[config.mk]
export PLATFORM = sky130hd
export DESIGN_NAME = cursor_overlay
export DESIGN_NICKNAME = d
export VERILOG_FILES = /design/src/rtl/cursor_pkg.sv /design/src/rtl/cursor_regs.sv /design/src/rtl/cursor_bitmap.sv /design/src/rtl/cursor_locate.sv /design/src/rtl/cursor_blend.sv /design/src/rtl/cursor_overlay.sv
export SDC_FILE = /design/constraint.sdc
export NUM_CORES = 2
export LEC_CHECK = 0
export ABC_CLOCK_PERIOD_IN_PS = 12100
export BUFFER_PORTS_ARGS = -buffer_cell sky130_fd_sc_hd__buf_2
export CAP_MARGIN = 20
export CORE_ASPECT_RATIO = 0.5
export CORE_MARGIN = 3
export CORE_UTILIZATION = 55
export DETAILED_ROUTE_END_ITERATION = 10
export PLACE_DENSITY = 0.68
export SLEW_MARGIN = 10
export SYNTH_ARGS = -nofsm -noshare
export SYNTH_HDL_FRONTEND = slang
export SYNTH_SLANG_ARGS = --single-unit
[constraint.sdc]
create_clock -name clk -period 12.1 [get_ports clk]
set_input_delay 2.42 -clock clk [delete_from_list [all_inputs] [get_ports clk]]
set_output_delay 2.42 -clock clk [all_outputs]
set_load 0.005 [all_outputs]
[src/rtl/cursor_pkg.sv]
// Shared constants and types for the cursor overlay engine.
// Assumes 8-bit colour components and a square bitmap with 2-bit codes.
package cursor_pkg;
    localparam int COMP_W        = 8;
    localparam int NUM_COMP      = 3;
    localparam int RGB_W         = COMP_W * NUM_COMP;
    localparam int CUR_DIM       = 32;
    localparam int CODE_W        = 2;
    localparam int BYTE_W        = 8;
    localparam int PIX_PER_BYTE  = BYTE_W / CODE_W;
    localparam int BYTES_PER_ROW = CUR_DIM / PIX_PER_BYTE;
    localparam int BMP_BYTES     = CUR_DIM * BYTES_PER_ROW;
    localparam int BMP_AW        = $clog2(BMP_BYTES);
    localparam int DIM_W         = $clog2(CUR_DIM);
    localparam int SEL_W         = $clog2(PIX_PER_BYTE);
    localparam int REG_AW        = 3;
    localparam int CFG_AW        = BMP_AW + 1;
    localparam int HOT_Y_LSB     = 8;

    typedef enum logic [CODE_W-1:0] {
        CODE_SECOND  = 2'b00,
        CODE_FIRST   = 2'b01,
        CODE_CLEAR   = 2'b10,
        CODE_SPECIAL = 2'b11
    } code_e;

    typedef enum logic [REG_AW-1:0] {
        REG_COL_FIRST  = 3'd0,
        REG_COL_SECOND = 3'd1,
        REG_COL_AUX    = 3'd2,
        REG_HOT        = 3'd3,
        REG_POS_X      = 3'd4,
        REG_POS_Y      = 3'd5,
        REG_MODE       = 3'd6
    } reg_e;
endpackage

[src/rtl/cursor_regs.sv]
// Control registers of the cursor engine: three colours, hot spot,
// position and mode bit. Written through the shared configuration port
// when the top address bit is set and the middle address bits are zero.
module cursor_regs
    import cursor_pkg::*;
#(
    parameter int COORD_W = 12
) (
    input  logic               clk,
    input  logic               rst_n,
    input  logic               cfg_we,
    input  logic [CFG_AW-1:0]  cfg_addr,
    input  logic [RGB_W-1:0]   cfg_wdata,
    output logic [RGB_W-1:0]   col_first,
    output logic [RGB_W-1:0]   col_second,
    output logic [RGB_W-1:0]   col_aux,
    output logic [DIM_W-1:0]   hot_x,
    output logic [DIM_W-1:0]   hot_y,
    output logic [COORD_W-1:0] pos_x,
    output logic [COORD_W-1:0] pos_y,
    output logic               mode
);
    logic reg_hit;

    // Decode a register write: top bit set, gap bits clear.
    always_comb begin
        reg_hit = cfg_we && cfg_addr[CFG_AW-1]
                  && (cfg_addr[CFG_AW-2:REG_AW] == '0);
    end

    // Update the addressed register; everything clears on reset.
    always_ff @(posedge clk) begin
        if (!rst_n) begin
            col_first  <= '0;
            col_second <= '0;
            col_aux    <= '0;
            hot_x      <= '0;
            hot_y      <= '0;
            pos_x      <= '0;
            pos_y      <= '0;
            mode       <= 1'b0;
        end else if (reg_hit) begin
            case (reg_e'(cfg_addr[REG_AW-1:0]))
                REG_COL_FIRST:  col_first  <= cfg_wdata;
                REG_COL_SECOND: col_second <= cfg_wdata;
                REG_COL_AUX:    col_aux    <= cfg_wdata;
                REG_HOT: begin
                    hot_x <= cfg_wdata[DIM_W-1:0];
                    hot_y <= cfg_wdata[HOT_Y_LSB +: DIM_W];
                end
                REG_POS_X:      pos_x <= cfg_wdata[COORD_W-1:0];
                REG_POS_Y:      pos_y <= cfg_wdata[COORD_W-1:0];
                REG_MODE:       mode  <= cfg_wdata[0];
                default: ;
            endcase
        end
    end
endmodule

[src/rtl/cursor_bitmap.sv]
// Cursor bitmap storage: one write port, one synchronous read port.
// A read and a write to the same byte on one edge return the old byte.
// The array and the read register carry no reset so they map onto RAM.
module cursor_bitmap
    import cursor_pkg::*;
(
    input  logic              clk,
    input  logic              we,
    input  logic [BMP_AW-1:0] waddr,
    input  logic [BYTE_W-1:0] wdata,
    input  logic              re,
    input  logic [BMP_AW-1:0] raddr,
    output logic [BYTE_W-1:0] rdata
);
    logic [BYTE_W-1:0] mem [BMP_BYTES];

    // Store a configuration byte.
    always_ff @(posedge clk) begin
        if (we) mem[waddr] <= wdata;
    end

    // Read the byte the current pixel needs (read-before-write).
    always_ff @(posedge clk) begin
        if (re) rdata <= mem[raddr];
    end
endmodule

[src/rtl/cursor_locate.sv]
// Window locator: derives the clamped cursor corner from position and
// hot spot, tests each pixel against the 32x32 window without wraparound,
// forms the bitmap byte address, and registers the pixel context for the
// output stage. Assumes COORD_W is wider than DIM_W.
module cursor_locate
    import cursor_pkg::*;
#(
    parameter int COORD_W = 12
) (
    input  logic               clk,
    input  logic               rst_n,
    input  logic               pix_valid,
    input  logic [COORD_W-1:0] pix_x,
    input  logic [COORD_W-1:0] pix_y,
    input  logic [RGB_W-1:0]   pix_rgb,
    input  logic [DIM_W-1:0]   hot_x,
    input  logic [DIM_W-1:0]   hot_y,
    input  logic [COORD_W-1:0] pos_x,
    input  logic [COORD_W-1:0] pos_y,
    output logic [BMP_AW-1:0]  rd_addr,
    output logic               valid_q,
    output logic               hit_q,
    output logic [SEL_W-1:0]   sel_q,
    output logic [RGB_W-1:0]   rgb_q
);
    localparam int PAD_W = COORD_W - DIM_W;

    logic [COORD_W-1:0] hx, hy, org_x, org_y, dx, dy;
    logic               in_x, in_y;
    logic [DIM_W-1:0]   col, row;

    // Clamp the window corner at zero on the left and top edges.
    always_comb begin
        hx    = {{PAD_W{1'b0}}, hot_x};
        hy    = {{PAD_W{1'b0}}, hot_y};
        org_x = (pos_x >= hx) ? (pos_x - hx) : '0;
        org_y = (pos_y >= hy) ? (pos_y - hy) : '0;
    end

    // Offset inside the window; compare first so nothing wraps.
    always_comb begin
        dx   = pix_x - org_x;
        dy   = pix_y - org_y;
        in_x = (pix_x >= org_x) && (dx < COORD_W'(CUR_DIM));
        in_y = (pix_y >= org_y) && (dy < COORD_W'(CUR_DIM));
        col  = dx[DIM_W-1:0];
        row  = dy[DIM_W-1:0];
        rd_addr = {row, col[DIM_W-1:SEL_W]};
    end

    // Carry the pixel and its window status to the output stage.
    always_ff @(posedge clk) begin
        if (!rst_n) begin
            valid_q <= 1'b0;
            hit_q   <= 1'b0;
            sel_q   <= '0;
            rgb_q   <= '0;
        end else begin
            valid_q <= pix_valid;
            hit_q   <= pix_valid && in_x && in_y;
            if (pix_valid) begin
                sel_q <= col[SEL_W-1:0];
                rgb_q <= pix_rgb;
            end
        end
    end
endmodule

[src/rtl/cursor_blend.sv]
// Output mixer: picks the 2-bit code of the current pixel out of the
// fetched bitmap byte and applies it to the pixel. Purely combinational;
// a pixel outside the window is always passed through.
module cursor_blend
    import cursor_pkg::*;
(
    input  logic              hit,
    input  logic              mode,
    input  logic [BYTE_W-1:0] bmp_byte,
    input  logic [SEL_W-1:0]  sel,
    input  logic [RGB_W-1:0]  rgb_in,
    input  logic [RGB_W-1:0]  col_first,
    input  logic [RGB_W-1:0]  col_second,
    input  logic [RGB_W-1:0]  col_aux,
    output code_e             code,
    output logic [RGB_W-1:0]  rgb_out
);
    logic [CODE_W-1:0] field [PIX_PER_BYTE];
    logic [RGB_W-1:0]  inv;

    // Split the byte into codes, lowest column in the lowest bits.
    for (genvar gi = 0; gi < PIX_PER_BYTE; gi++) begin : g_field
        assign field[gi] = bmp_byte[gi*CODE_W +: CODE_W];
    end

    // Complement each colour component separately.
    for (genvar gc = 0; gc < NUM_COMP; gc++) begin : g_inv
        assign inv[gc*COMP_W +: COMP_W] = ~rgb_in[gc*COMP_W +: COMP_W];
    end

    assign code = code_e'(field[sel]);

    // Choose the output colour from the code and the mode bit.
    always_comb begin
        rgb_out = rgb_in;
        if (hit) begin
            case (code)
                CODE_SECOND:  rgb_out = col_second;
                CODE_FIRST:   rgb_out = col_first;
                CODE_CLEAR:   rgb_out = rgb_in;
                CODE_SPECIAL: rgb_out = mode ? col_aux : inv;
                default:      rgb_out = rgb_in;
            endcase
        end
    end
endmodule

[src/rtl/cursor_overlay.sv]
// Top of the cursor overlay engine. Pixels enter with coordinates and
// leave one clock later, overlaid where they fall inside the cursor.
// The bitmap and the registers share one write port (see brief, R13).
module cursor_overlay
    import cursor_pkg::*;
#(
    parameter int COORD_W = 12
) (
    input  logic               clk,
    input  logic               rst_n,
    input  logic               cfg_we,
    input  logic [CFG_AW-1:0]  cfg_addr,
    input  logic [RGB_W-1:0]   cfg_wdata,
    input  logic               pix_valid,
    input  logic [COORD_W-1:0] pix_x,
    input  logic [COORD_W-1:0] pix_y,
    input  logic [RGB_W-1:0]   pix_rgb,
    output logic               out_valid,
    output logic [RGB_W-1:0]   out_rgb
);
    logic [RGB_W-1:0]   col_first, col_second, col_aux;
    logic [DIM_W-1:0]   hot_x, hot_y;
    logic [COORD_W-1:0] pos_x, pos_y;
    logic               mode;
    logic [BMP_AW-1:0]  rd_addr;
    logic               valid_q, hit_q;
    logic [SEL_W-1:0]   sel_q;
    logic [RGB_W-1:0]   rgb_q;
    logic [BYTE_W-1:0]  bmp_byte;
    code_e              cur_code;
    logic               bmp_we;

    assign bmp_we = cfg_we && !cfg_addr[CFG_AW-1];

    cursor_regs #(.COORD_W(COORD_W)) u_regs (
        .clk        (clk),
        .rst_n      (rst_n),
        .cfg_we     (cfg_we),
        .cfg_addr   (cfg_addr),
        .cfg_wdata  (cfg_wdata),
        .col_first  (col_first),
        .col_second (col_second),
        .col_aux    (col_aux),
        .hot_x      (hot_x),
        .hot_y      (hot_y),
        .pos_x      (pos_x),
        .pos_y      (pos_y),
        .mode       (mode)
    );

    cursor_locate #(.COORD_W(COORD_W)) u_locate (
        .clk       (clk),
        .rst_n     (rst_n),
        .pix_valid (pix_valid),
        .pix_x     (pix_x),
        .pix_y     (pix_y),
        .pix_rgb   (pix_rgb),
        .hot_x     (hot_x),
        .hot_y     (hot_y),
        .pos_x     (pos_x),
        .pos_y     (pos_y),
        .rd_addr   (rd_addr),
        .valid_q   (valid_q),
        .hit_q     (hit_q),
        .sel_q     (sel_q),
        .rgb_q     (rgb_q)
    );

    cursor_bitmap u_bitmap (
        .clk   (clk),
        .we    (bmp_we),
        .waddr (cfg_addr[BMP_AW-1:0]),
        .wdata (cfg_wdata[BYTE_W-1:0]),
        .re    (pix_valid),
        .raddr (rd_addr),
        .rdata (bmp_byte)
    );

    cursor_blend u_blend (
        .hit        (hit_q),
        .mode       (mode),
        .bmp_byte   (bmp_byte),
        .sel        (sel_q),
        .rgb_in     (rgb_q),
        .col_first  (col_first),
        .col_second (col_second),
        .col_aux    (col_aux),
        .code       (cur_code),
        .rgb_out    (out_rgb)
    );

    assign out_valid = valid_q;
endmodule

**After elaboration in Yosys (flattened, before gate mapping)**

Memory sizes are Yosys's and may differ from the RTL's. A register that Yosys moved wholly into a read port is not among the register bits.
Cells that the tools add are included.

- Magnitude comparators: 7
- Equal/unequal tests: 9
- Reductions and logical operators: 18
- Mux-type cells: 10
- Bitwise logic cells: 4
- Add/subtract/negate cells: 4

Operators with widths:

| cell | number |
|---|---|
| one-hot mux 24 bit (4 select lines) | 1 |
| two-way mux 24 bit | 2 |
| >= comparator 12 bit | 2 |
| >= comparator 12 x 5 -> 1 bit | 2 |
| less-than comparator 12 x 6 -> 1 bit (second input constant) | 2 |
| two-way mux 12 bit | 2 |
| NOT 8 bit | 3 |
| subtractor 12 bit | 2 |
| subtractor 12 x 5 -> 12 bit | 2 |
| AND reduction 2 bit | 7 |
| == test 3 bit (second input constant) | 3 |
| logical AND 1 bit | 7 |
| == test 3 x 2 -> 1 bit (second input constant) | 2 |
| logical NOT 5 bit | 1 |
| binary-select mux 2 bit (select 2 bit) | 1 |
| == test 2 bit (second input constant) | 2 |
| two-way mux 2 bit | 2 |
| == test 3 x 1 -> 1 bit (second input constant) | 1 |
| >= comparator 3 bit (second input constant) | 1 |
| logical NOT 3 bit | 1 |
| NOT 2 -> 3 bit | 1 |
| == test 2 x 1 -> 1 bit (second input constant) | 1 |
| logical NOT 2 bit | 1 |
| two-way mux 1 bit | 2 |
| logical NOT 1 bit | 1 |

- Memories: 1
- Bits in registers: 135
- Output and inout bits: 25
- Memory bits (writable): 2,048

Memories:

| memory | words | bits a word | read ports | clocked after memory_dff | write ports | RTL line | RTL |
|---|---|---|---|---|---|---|---|
| u_bitmap.mem | 256 | 8 | 1 | 1 | 1 | cursor_bitmap.sv:15 | `logic [BYTE_W-1:0] mem [BMP_BYTES];` |

**Logic depth before layout (Yosys ltp)**

- Depth in word-level cells: 7
- Gate-level depth with buffers: 28
- Depth with buffers taken out: 22

**By module**

From an unflattened synthesis, not the netlist that was laid out.

- Cell total of the unflattened synthesis: 4,682
- Area, all modules: 87,875.5 um^2

By module, submodules not included:

| module | cells each | area each (um^2) | instances | seq. area each (um^2) |
|---|---|---|---|---|
| cursor_bitmap | 3,733 | 79,636.4 | 1 | 61,739.2 |
| cursor_regs | 382 | 3,957.5 | 1 | 2,142.1 |
| cursor_locate | 389 | 3,105.5 | 1 | 560.5 |
| cursor_blend | 177 | 1,162.4 | 1 | 0.0 |
| cursor_overlay | 1 | 13.8 | 1 | 0.0 |

**Worst setup path before layout**

OpenSTA, ideal clock, no wires.

- Kind: input-to-reg
- From: in pix_x[0]
- To: reg u_bitmap.rdata[1] (read register of u_bitmap.mem) (data pin)
- Library setup time: 268 ps
- Arrival time: 5,318 ps
- Path buffers: 4
- Cell stages on the path: 15
- Setup slack: 6,514 ps
- Path through: inv_1 ha_1 fa_1 nand2b_1 a21oi_1 xnor2_1 buf_4 buf_2 buf_2 buf_2 mux4_2 a22oi_1 nand4_1 a32oi_1 nand4_1

- Word-level cells in the longest chain between the ends: 1

RTL lines:

| what | RTL line | RTL |
|---|---|---|
| start: declaration | cursor_overlay.sv:15 | `input logic [COORD_W-1:0] pix_x,` |
| subtractor 12 bit | cursor_locate.sv:42 | `dx = pix_x - org_x;` |
| end: declaration | cursor_bitmap.sv:13 | `output logic [BYTE_W-1:0] rdata` |

Every way passes these cells.
A chain may end at the register's enable or synchronous reset.

**Worst setup path after layout**

- From: reg u_regs.pos_x[0]
- To: reg u_bitmap.rdata[4] (read register of u_bitmap.mem) (data pin)

- Word-level cells in the longest chain between the ends: 3

RTL lines:

| what | RTL line | RTL |
|---|---|---|
| start: declaration | cursor_regs.sv:19 | `output logic [COORD_W-1:0] pos_x,` |
| start signal: assignment | cursor_regs.sv:51 | `REG_POS_X: pos_x <= cfg_wdata[COORD_W-1:0];` |
| subtractor 12 x 5 -> 12 bit or >= comparator 12 x 5 -> 1 bit (tied branches) | cursor_locate.sv:36 | `org_x = (pos_x >= hx) ? (pos_x - hx) : '0;` |
| two-way mux 12 bit * | cursor_locate.sv:36 |  |
| subtractor 12 bit * | cursor_locate.sv:42 |  |

Mark *: on every way between the ends. The rest lies on a longest branch, timed or not.

==> out/qor.csv <==
metric,value,unit
post-DR wirelength/cell,32.07,µm
antenna violation net count after detailed routing,0,
clock latency at the later pin of the worst-skew pair,0.82,ns
fraction of the yosys area taken by sequential cells,72.54,%
number of top-level pins,110,
clock tree from TritonCTS,built,
Min-Delay Startpoint,u_regs.col_first[15],
initial core utilization,55.82,%
type of element capturing the critical path,flop,
RR Startpoint,u_regs.pos_x[0],
instance count of the mapped netlist,6101,
"CP delay by family, top",compound AO/OA/AOI/OAI gates,
core outline area,0.1592,mm²
Layout fillers,11590,
share of async-settable or async-resettable flops after synthesis,0,%
Worst Max-Slew Pin Slew,1.294,ns
Worst Hold Depth,2,
aggregate global routing overflow,0,
count of cells along the worst register-to-register path,23,
required time of the critical path,12.61,ns
Die H,290.2,µm
die footprint,0.1667,mm²
reg2reg setup slack,4.17,ns
total of endpoints with negative setup slack in the final report,0,
kind of launch point of the worst setup path,flop,
TritonCTS Sinks,2191,
relative slew slack,13.43,%
top_reg_cell synth,edfxtp_1,
share of the cycle needed by the critical path after routing,65.56,%
count of buffering cells on the critical path with inverters included,3,
TritonCTS Buffers,186,
cell area after synthesis,0.08884,mm²
buffer type at the clock tree root,clkbuf_16,
distinct cell type count after synthesis,77,
RSZ-0062 raised after global routing,no,
IO buf count,109,
initial antenna violation count,12,
Setup Total Neg Slack,0,ns
placer congestion estimate,0.9232,
final routed DRC violation total,0,
power per standard cell area,163.1,mW/mm²
max capacitance violation total,0,
reg2reg end,u_bitmap.rdata[4],
via count of the first global-routing pass,53020,
Mean Syn Cell Area,14.56,µm²
final HPWL from detailed placement,161300,µm
1st-iter DRT viols,9259,
Pre-antenna DRT Iters,8,
peak per-stage delay on the critical path,0.75,ns
"Max FO, Critical Path",115,
first-pass GRT wire length,385000,µm
overall power,15890,µW
cells along the critical path,"inv_1, ha_1, fa_1, nor2b_1, o21ai_0, nand2b_1, a21o_1, or2_2, nand2b_1, nand2_1, ha_1, nor2_1, a21o_1, xnor2_4, buf_12, buf_4, mux4_2, mux2i_1, nor3_1, a311oi_1, o41ai_1, a31oi_1, a32oi_1",
Worst Slack Setup Final,4.168,ns
layout-stage area growth over the synthesis result,9.645,%
htree depth,4,
arrival time of data at the critical path endpoint,8.44,ns
count of synthesis-stage warnings from yosys,0,
maximum number of pins on one net before global-route repair,136,
CTS max path bufs,3,
net count after synthesis,6224,
hold-fix buffer count after cts,0,
final layout net count,6268,
Final Critical Period,7.932,ns
run status,"finished, final reports clean",
Setup Slack @ Placement,4.042,ns
Detailed Route WL,271200,µm
share of the synthesized area in the top cell type,69.50,%
cell type of the slowest stage on the worst timing path,a31oi_1,
end point of the worst hold path,u_regs.col_first[15],
number of synthesized flops with an enable pin,2056,
standard-cell row count,103,
type of the tightest min-delay check,reg -> reg,
number of vias after detailed routing,56520,
worst hold margin,0.4658,ns
top post-synthesis cells by area,"edfxtp_1, nand2_1, mux4_2",
Pleak,0.03168,µW
"Reg clk slew, reported paths",0.06,ns
number of slew-limit violations in the final report,0,
path type of the worst setup path,reg -> reg,
detailed-route vias per instance,6.684,
overall die width,574.4,µm
CTS-repair resized insts,0,
final hold violation count,0,
top cell type by total area after synthesis,edfxtp_1,
"leading cell type in the layout, fill and taps excluded",edfxtp_1,
largest clock skew in the final design,0.03804,ns
fraction of layout cells with a size suffix above 1,11.14,%
number of storage elements in the synthesis netlist,2191,
worst supply voltage drop on vdd,0.1581,mV
Max Freq,126.1,MHz
number of setup buffers added after CTS,0,
global-route total usage across every layer,31.98,%
"top library cells by usage in the layout, fill and taps aside","edfxtp_1, nand2_1, nor2_1, mux2i_1, nand3_1",
-- cells by family after synthesis --
| family | after synthesis | synth area share (%) |
|---|---|---|
| adder cells (fa/ha/maj) | 38 | 0.5690 |
| multiplexers | 496 | 7.922 |
| XOR/XNOR | 37 | 0.3944 |
| buffers and inverters | 428 | 2.675 |
| AO/OA/AOI/OAI | 740 | 5.484 |
| flip-flops | 2191 | 72.54 |
| AND/OR/NAND/NOR | 2171 | 10.42 |
-- per-stage QoR --
| stage | instance area (µm²) | utilization, % | cells |
|---|---|---|---|
| finish | 97410 | 61.20 | 8456 |
| global route | 97380 | 61.18 | 8446 |
| CTS | 97260 | 61.11 | 8436 |
| detailed placement | 91270 | 57.35 | 8100 |
| global placement | 91170 | 57.28 | 8093 |
| floorplan | 88840 | - | 6101 |
-- state kept, by name, indices dropped and copies added, names as in the netlist, 2 cells and up --
name and cells:
u_bitmap.rdata 8, u_regs.hot_x 5, u_regs.col_first 24, u_locate.sel_q 2
u_regs.pos_x 12, u_regs.pos_y 12, u_locate.rgb_q 24, u_regs.col_aux 24
u_regs.col_second 24, u_bitmap.mem 2048, u_regs.hot_y 5
-- power breakdown --
group	switching, µW	leakage [µW]	internal (µW)
sequential	13.1	0.0196	8300
clock	2720	0.00292	3320
combinational	1090	0.00919	444
-- cells in the mapped netlist (9+ instances only) --
master,instances
a211oi_1,12
a21boi_0,74
a21o_1,15
a21oi_1,191
a22oi_1,9
a311oi_1,12
a31oi_1,110
a32oi_1,74
and3_1,13
buf_1,24
buf_2,93
buf_4,41
buf_6,46
clkbuf_1,163
dfxtp_1,135
edfxtp_1,2056
ha_1,34
inv_1,49
mux2i_1,327
mux4_2,164
nand2_1,1222
nand2b_1,20
nand3_1,301
nand4_1,81
nor2_1,350
nor2b_1,77
nor3_1,32
nor4_1,45
o2111ai_1,9
o211ai_1,11
o21ai_0,57
o221ai_1,9
o22ai_1,102
or3_1,10
xnor2_1,19
xor2_1,16
-- tightest hold or removal path, stage by stage (launching register included) --
cell and delay [ns]:
dfxtp_1 0.31, nand2_1 0.05, a21boi_0 0.06
-- area by class of cell --
type / count / area (µm²) / area share (%)
clock inverter: 96 / 910.9 / 0.9351
timing repair buffer: 234 / 1812 / 1.860
antenna: 11 / 27.53 / 0.02826
tap: 2152 / 2693 / 2.764
multi-input combinational: 3482 / 22260 / 22.85
sequential: 2191 / 64440 / 66.16
clock buffer: 240 / 5077 / 5.213
inverter: 50 / 187.7 / 0.1927
-- layer usage --
layer	wire length (µm)	part of all wire (%)	global-route usage (%)
met4	9367	3.5	10.26
met2	118500	44	46.45
met5	69	0.025	0
met3	41790	15	10.98
met1	101500	37	45.68
-- worst max-delay path by stage --
| stage | start | endpoint | slack [ns] | depth (start not counted) |
|---|---|---|---|---|
| 6_report | u_regs.pos_x[0] | u_bitmap.rdata[4] | 4.17 | 23 |
| 3_3_place_gp | pix_x[3] | u_bitmap.rdata[3] | 3.70 | 12 |
| 4_1_cts | u_regs.pos_x[0] | u_bitmap.rdata[4] | 4.43 | 23 |
| 2_1_floorplan | pix_x[0] | u_bitmap.rdata[1] | 6.51 | 15 |
| 3_5_place_dp | pix_x[2] | u_bitmap.rdata[4] | 4.04 | 14 |
| 5_1_grt | u_regs.pos_x[0] | u_bitmap.rdata[4] | 3.86 | 23 |
(Power assumes the default switching activity.)
